### config.mk
export PLATFORM = sky130hd
export DESIGN_NAME = csw_region_ctrl
export DESIGN_NICKNAME = d
export VERILOG_FILES = /design/src/rtl/csw_pkg.sv /design/src/rtl/csw_cfg.sv /design/src/rtl/csw_seq.sv /design/src/rtl/csw_region_ctrl.sv
export SDC_FILE = /design/constraint.sdc
export NUM_CORES = 1
export LEC_CHECK = 0
export CELL_PAD_IN_SITES_DETAIL_PLACEMENT = 1
export CELL_PAD_IN_SITES_GLOBAL_PLACEMENT = 2
export CORE_UTILIZATION = 19
export CTS_CLUSTER_DIAMETER = 100
export DETAILED_ROUTE_END_ITERATION = 7
export GPL_ROUTABILITY_DRIVEN = 0
export PLACE_DENSITY_LB_ADDON = 0.1
export RECOVER_POWER = 25
export SLEW_MARGIN = 5
export SYNTH_ARGS = -nofsm -noshare
export SYNTH_HDL_FRONTEND = slang
export SYNTH_SLANG_ARGS = --single-unit
### constraint.sdc
create_clock -name clk -period 2.4 [get_ports clk]
set_input_delay 0.48 -clock clk [delete_from_list [all_inputs] [get_ports clk]]
set_output_delay 0.48 -clock clk [all_outputs]
set_load 0.1 [all_outputs]
### src/rtl/csw_pkg.sv
package csw_pkg;

    localparam int CFG_W = 16;
    localparam int WS_W  = 2;

    localparam int B_ADIS  = 7;
    localparam int B_PSRAM = 6;
    localparam int B_RIGN  = 2;

    localparam logic [CFG_W-1:0] RSVD_ONES = 16'h0F38;

    typedef enum logic [2:0] {
        PH_IDLE,
        PH_ADDR,
        PH_DATA,
        PH_WAIT,
        PH_END
    } phase_e;

    typedef struct packed {
        logic            adis;
        logic            psram;
        logic            rdy_ign;
        logic [WS_W-1:0] ws;
    } cfg_t;

    localparam cfg_t CFG_RST = '{adis: 1'b0, psram: 1'b0, rdy_ign: 1'b0, ws: '1};

    function automatic logic [CFG_W-1:0] pack_cfg(input cfg_t c);
        logic [CFG_W-1:0] r;
        r             = RSVD_ONES;
        r[B_ADIS]     = c.adis;
        r[B_PSRAM]    = c.psram;
        r[B_RIGN]     = c.rdy_ign;
        r[WS_W-1:0]   = c.ws;
        return r;
    endfunction

    function automatic cfg_t unpack_cfg(input logic [CFG_W-1:0] w);
        cfg_t c;
        c.adis    = w[B_ADIS];
        c.psram   = w[B_PSRAM];
        c.rdy_ign = w[B_RIGN];
        c.ws      = w[WS_W-1:0];
        return c;
    endfunction

    function automatic logic drive_addr(input cfg_t c, input logic strap);
        return !(c.adis && strap);
    endfunction

endpackage

### src/rtl/csw_cfg.sv
module csw_cfg
    import csw_pkg::*;
(
    input  logic             clk,
    input  logic             rst,
    input  logic             strap_i,
    input  logic             we_i,
    input  logic [CFG_W-1:0] wdata_i,
    output logic [CFG_W-1:0] rdata_o,
    output cfg_t             cfg_o,
    output logic             strap_o
);

    cfg_t cfg_q;
    logic strap_q;

    always_ff @(posedge clk) begin
        if (rst) begin
            cfg_q   <= CFG_RST;
            strap_q <= strap_i;
        end else if (we_i) begin
            cfg_q   <= unpack_cfg(wdata_i);
        end
    end

    assign cfg_o   = cfg_q;
    assign strap_o = strap_q;
    assign rdata_o = pack_cfg(cfg_q);

    // latched strap holds after reset release
    p_strap_hold_r7: assert property (@(posedge clk) disable iff (rst)
        !$past(rst) |-> $stable(strap_q));

endmodule

### src/rtl/csw_seq.sv
module csw_seq
    import csw_pkg::*;
(
    input  logic clk,
    input  logic rst,
    input  logic start_i,
    input  logic ready_i,
    input  cfg_t cfg_i,
    input  logic strap_i,
    output logic cs_o,
    output logic ad_oe_o,
    output logic done_o
);

    phase_e          st, nxt;
    cfg_t            snap;
    logic [WS_W-1:0] cnt;
    logic            oe_q;
    logic            in_wait;
    logic            launch;

    assign in_wait = (st == PH_DATA) || (st == PH_WAIT);
    assign launch  = (st == PH_IDLE) && start_i;

    always_comb begin
        nxt = st;
        case (st)
            PH_IDLE: if (start_i) nxt = PH_ADDR;
            PH_ADDR: nxt = PH_DATA;
            PH_DATA,
            PH_WAIT: begin
                if (cnt == '0 && (snap.rdy_ign || ready_i)) nxt = PH_END;
                else                                       nxt = PH_WAIT;
            end
            PH_END:  nxt = PH_IDLE;
            default: nxt = PH_IDLE;
        endcase
    end

    always_ff @(posedge clk) begin
        if (rst) begin
            st   <= PH_IDLE;
            snap <= CFG_RST;
            cnt  <= '0;
            oe_q <= 1'b0;
        end else begin
            st   <= nxt;
            oe_q <= launch && drive_addr(cfg_i, strap_i);
            if (launch) begin
                snap <= cfg_i;
                cnt  <= cfg_i.ws;
            end else if (in_wait && cnt != '0) begin
                cnt  <= cnt - 1'b1;
            end
        end
    end

    assign cs_o    = (st != PH_IDLE);
    assign done_o  = (st == PH_END);
    assign ad_oe_o = oe_q;

    p_oe_addr_only_r6: assert property (@(posedge clk) disable iff (rst)
        ad_oe_o |-> (st == PH_ADDR));
    p_addr_then_data_r3: assert property (@(posedge clk) disable iff (rst)
        (st == PH_ADDR) |=> (st == PH_DATA));
    p_waits_first_r3: assert property (@(posedge clk) disable iff (rst)
        (in_wait && cnt != '0) |=> (st == PH_WAIT));
    p_end_to_idle_r3: assert property (@(posedge clk) disable iff (rst)
        (st == PH_END) |=> (st == PH_IDLE));
    p_ready_stall_r4: assert property (@(posedge clk) disable iff (rst)
        (in_wait && cnt == '0 && !snap.rdy_ign && !ready_i) |=> (st == PH_WAIT));
    p_ready_ignored_r5: assert property (@(posedge clk) disable iff (rst)
        (in_wait && cnt == '0 && snap.rdy_ign) |=> (st == PH_END));
    p_snap_hold_r8: assert property (@(posedge clk) disable iff (rst)
        (cs_o && $past(cs_o)) |-> $stable(snap));
    p_no_restart_r10: assert property (@(posedge clk) disable iff (rst)
        (cs_o && st != PH_END) |=> (st != PH_ADDR));

endmodule

### src/rtl/csw_region_ctrl.sv
module csw_region_ctrl
    import csw_pkg::*;
(
    input  logic        clk,
    input  logic        rst,
    input  logic        strap_i,
    input  logic        cfg_we_i,
    input  logic [15:0] cfg_wdata_i,
    output logic [15:0] cfg_rdata_o,
    input  logic        start_i,
    input  logic        ready_i,
    output logic        cs_o,
    output logic        ad_oe_o,
    output logic        done_o,
    output logic        psram_en_o
);

    cfg_t cfg;
    logic strap_q;

    csw_cfg u_cfg (
        .clk     (clk),
        .rst     (rst),
        .strap_i (strap_i),
        .we_i    (cfg_we_i),
        .wdata_i (cfg_wdata_i),
        .rdata_o (cfg_rdata_o),
        .cfg_o   (cfg),
        .strap_o (strap_q)
    );

    csw_seq u_seq (
        .clk     (clk),
        .rst     (rst),
        .start_i (start_i),
        .ready_i (ready_i),
        .cfg_i   (cfg),
        .strap_i (strap_q),
        .cs_o    (cs_o),
        .ad_oe_o (ad_oe_o),
        .done_o  (done_o)
    );

    assign psram_en_o = cfg.psram;

    // done only inside an active chip select
    p_done_in_cs_r3: assert property (@(posedge clk) disable iff (rst)
        done_o |-> cs_o);

endmodule

==> summary.txt <==
Outcome
  – Outcome: finished clean

Final layout
  – Final Util: 26.1%
  – ANT cells: 0
  – Final net count: about 110
  – Share of cells above drive strength 1: 18.3%
  – P&R area growth vs syn: 28.9%

Hold path
  – Hold_sp: u_cfg.strap_o
  – Hold crit path type: flop to flop
  – Hold depth: 1
  – Hold path endpoint: u_seq.ad_oe_o

Detailed routing
  – Via count: between 400 and 500
  – Final ANT Viol Nets: 0
  – Average vias per placed instance: about 3.7
  – Drt wl/cell: approximately 10 um
  – DR DRC count: 0
  – First-iteration detailed-routing DRC count: 12
  – TritonRoute pass-1 iters: 3
  – Total Wirelength: 1320 um

Worst setup path
  – Crit path capture type: output port
  – Worst Reg-to-Reg Cells: 5
  – CP startpoint kind: flop
  – Critical Path Fanout Max: 7
  – Reg-to-reg startpoint: u_seq.cnt[0]
  – Reg-to-Reg End: u_seq.cnt[1]
  – Worst setup path class: flop to output port
  – Cell Chain, Critical Path: or3_2, buf_4
  – CP peak stage delay: 460 ps
  – Req. time, crit path: 1920 ps
  – Critical Path AT: between 1000 and 1500 ps
  – Buf+Inv Stages, Crit Path: 1
  – Crit-path slowest cell: or3_2
  – CP top delay family: simple AND/OR/NAND/NOR gates
  – R2r setup slk: 830 ps

Synthesis
  – Post-synth top area cell: dfxtp_1
  – Post-synth top area share: 38.5%
  – Mapped Area: roughly 620 um^2
  – Synth area leaders: dfxtp_1 (38%), buf_4 (14%), mux2i_1 (6.4%)
  – Synth cell count leaders: buf_4 (12), dfxtp_1 (12), nor2_1 (7)
  – Post-synth EDFFs: 1
  – Ys async rst share: 0%
  – Warnings from Yosys: 0
  – Synth cell types: 27
  – Average size of a mapped cell: 9.61 um^2
  – Synth Flop Type: dfxtp_1
  – Synth Register Bits: 13
  – Seq/Total Area, Yosys: 43.3%
  – Post-Syn Instances: 65

Die
  – Starting density of the core: 20.3%
  – Die width: roughly 60 um
  – # IOs: 42
  – Core box area: slightly above 0.003 mm^2
  – Cell Rows: 20
  – Die area: approximately 0.0035 mm^2
  – Die H: 59.3 um

GRT
  – Largest net degree at the start of global routing: 14
  – GRT Total Usage: 8.13%
  – Grt ovf: 0
  – Met2 Use GR: 12.4%
  – GR Layer Usage met3: roughly 2%
  – Antenna violations before repair: 0
  – Global-route wire length before repair: 2080 um
  – Global routing's busiest layer: met2
  – Met1 Track Usage GR: roughly a tenth
  – Number of global-route vias before repair: around 440

Timing
  – RSZ-0062 raised after global routing: false
  – Max Clock Skew: ~2.1 ps
  – Worst Slack Setup Final: between 500 and 600 ps
  – Slew @ Worst Pin: 549 ps
  – Fin. Hold Viols: 0
  – WHS: approximately 440 ps
  – Tmin final: roughly 1800 ps
  – Setup TNS: 0 ps
  – Setup Viol. Count Final: 0
  – Slew Limit Fails: 0
  – Slew HR: ~63%
  – Part of the cycle the worst path needs: 76.2%
  – Fmax: between 500 and 600 MHz

Clock tree
  – Clock Sinks: 13
  – Clk slew on worst S/H paths: about 90 ps
  – CTS max path bufs: 2
  – Worst-skew pair later-pin latency: 270 ps
  – Post_cts resized: 0
  – H-tree levels: 1
  – Setup bufs post-CTS: 0
  – Post-CTS Hold Fix Bufs: 0
  – Clk root buf: clkbuf_4
  – Inserted Clock Buffers: 3
  – TritonCTS clock tree: done

Pwr
  – Worst VDD drop: 162 uV
  – Design Power: about 0.65 mW
  – PD cells: between 800 and 900 mW/mm^2
  – Leak pwr: 0.336 nW

Job
  – Max Cap Viol: 0

Place
  – PortBufs: 19
  – Post-place setup slack: around 420 ps
  – HPWL after DPL: 980 um
==> sequential cells by signal, summed over array words and instances, names as in the netlist <==
register       count
u_cfg.cfg_o        5
u_seq.st           3
u_seq.cnt          2
u_cfg.strap_o      1
u_seq.ad_oe_o      1
u_seq.snap         1
==> per-stage QoR <==
stage / instance area (um^2) / std cells
finish: 805 / 126
global route: 805 / 126
detailed placement: 778 / 122
CTS: 805 / 126
floorplan: 658 / 74
global placement: 778 / 122
==> cell usage in the layout, fill, tap and decap left out <==
master           count
dfxtp_1             12
conb_1              11
buf_4                9
nor2_1               7
clkdlybuf4s50_1      7
mux2i_1              4
inv_1                3
clkbuf_4             3
dlygate4sd3_1        3
nor4_1               2
nor2b_1              2
a211o_1              2
or3_2                1
and2_1               1
o21ai_0              1
or4b_1               1
nor3b_1              1
xnor2_1              1
a211oi_2             1
a22oi_1              1
nor3_1               1
a211oi_1             1
or4bb_2              1
o211ai_1             1
nand4b_1             1
a21oi_1              1
ha_1                 1
clkbuf_1             1
edfxtp_1             1
==> worst reg2reg max path, stage by stage (launching register included) <==
cell and delay [ps]:
dfxtp_1 350, inv_1 50, ha_1 260, or4bb_2 600, o211ai_1 110, a21oi_1 80
==> layer usage <==
metal / up-vias / part of all wire (%)
met5: - / 0
met4: 0 / 0
met3: 0 / 4.7
met2: 17 / 47
met1: 217 / 48
li1: 233 / -
==> logic make-up (layout without fill, tap and decap cells) <==
logic type | count (synthesis) | in the layout | synth area share (%)
xor+xnor | 1 | 1 | 1.40
fa+ha+maj | 1 | 1 | 2.00
compound gates | 8 | 8 | 10.0
mux | 4 | 4 | 6.41
flops | 13 | 13 | 43.3
buf+inv | 18 | 26 | 18.2
other cells | 2 | 11 | 1.20
simple gates | 18 | 18 | 17.4
==> power breakdown <==
group | internal, mW | leakage (nW) | switching [mW]
sequential | 0.237 | 0.109 | 0.0143
clock | 0.0644 | 0.0150 | 0.0766
combinational | 0.0587 | 0.212 | 0.203
total | 0.361 | 0.336 | 0.294
==> how the worst max path moves through the flow <==
stage               slack (ps)           start              to  cells past startpoint
global placement           430         start_i   u_seq.snap[2]                      4
floorplan                  550  u_cfg.cfg_o[3]  cfg_rdata_o[6]                      1
finish                     570     u_seq.st[1]            cs_o                      2
CTS                        550     u_seq.st[1]            cs_o                      2
global route               490     u_seq.st[1]          done_o                      3
detailed placement         420         start_i   u_seq.snap[2]                      4
==> final cells by class <==
class                      count  area (um^2)
fill                         366         2270
multi-input combinational     43          274
sequential                    13          270
timing repair buffer          19          168
tap                           44         55.1
clock buffer                   4         26.3
inverter                       3         11.3
Note: power is estimated with default switching activity, not from simulation.
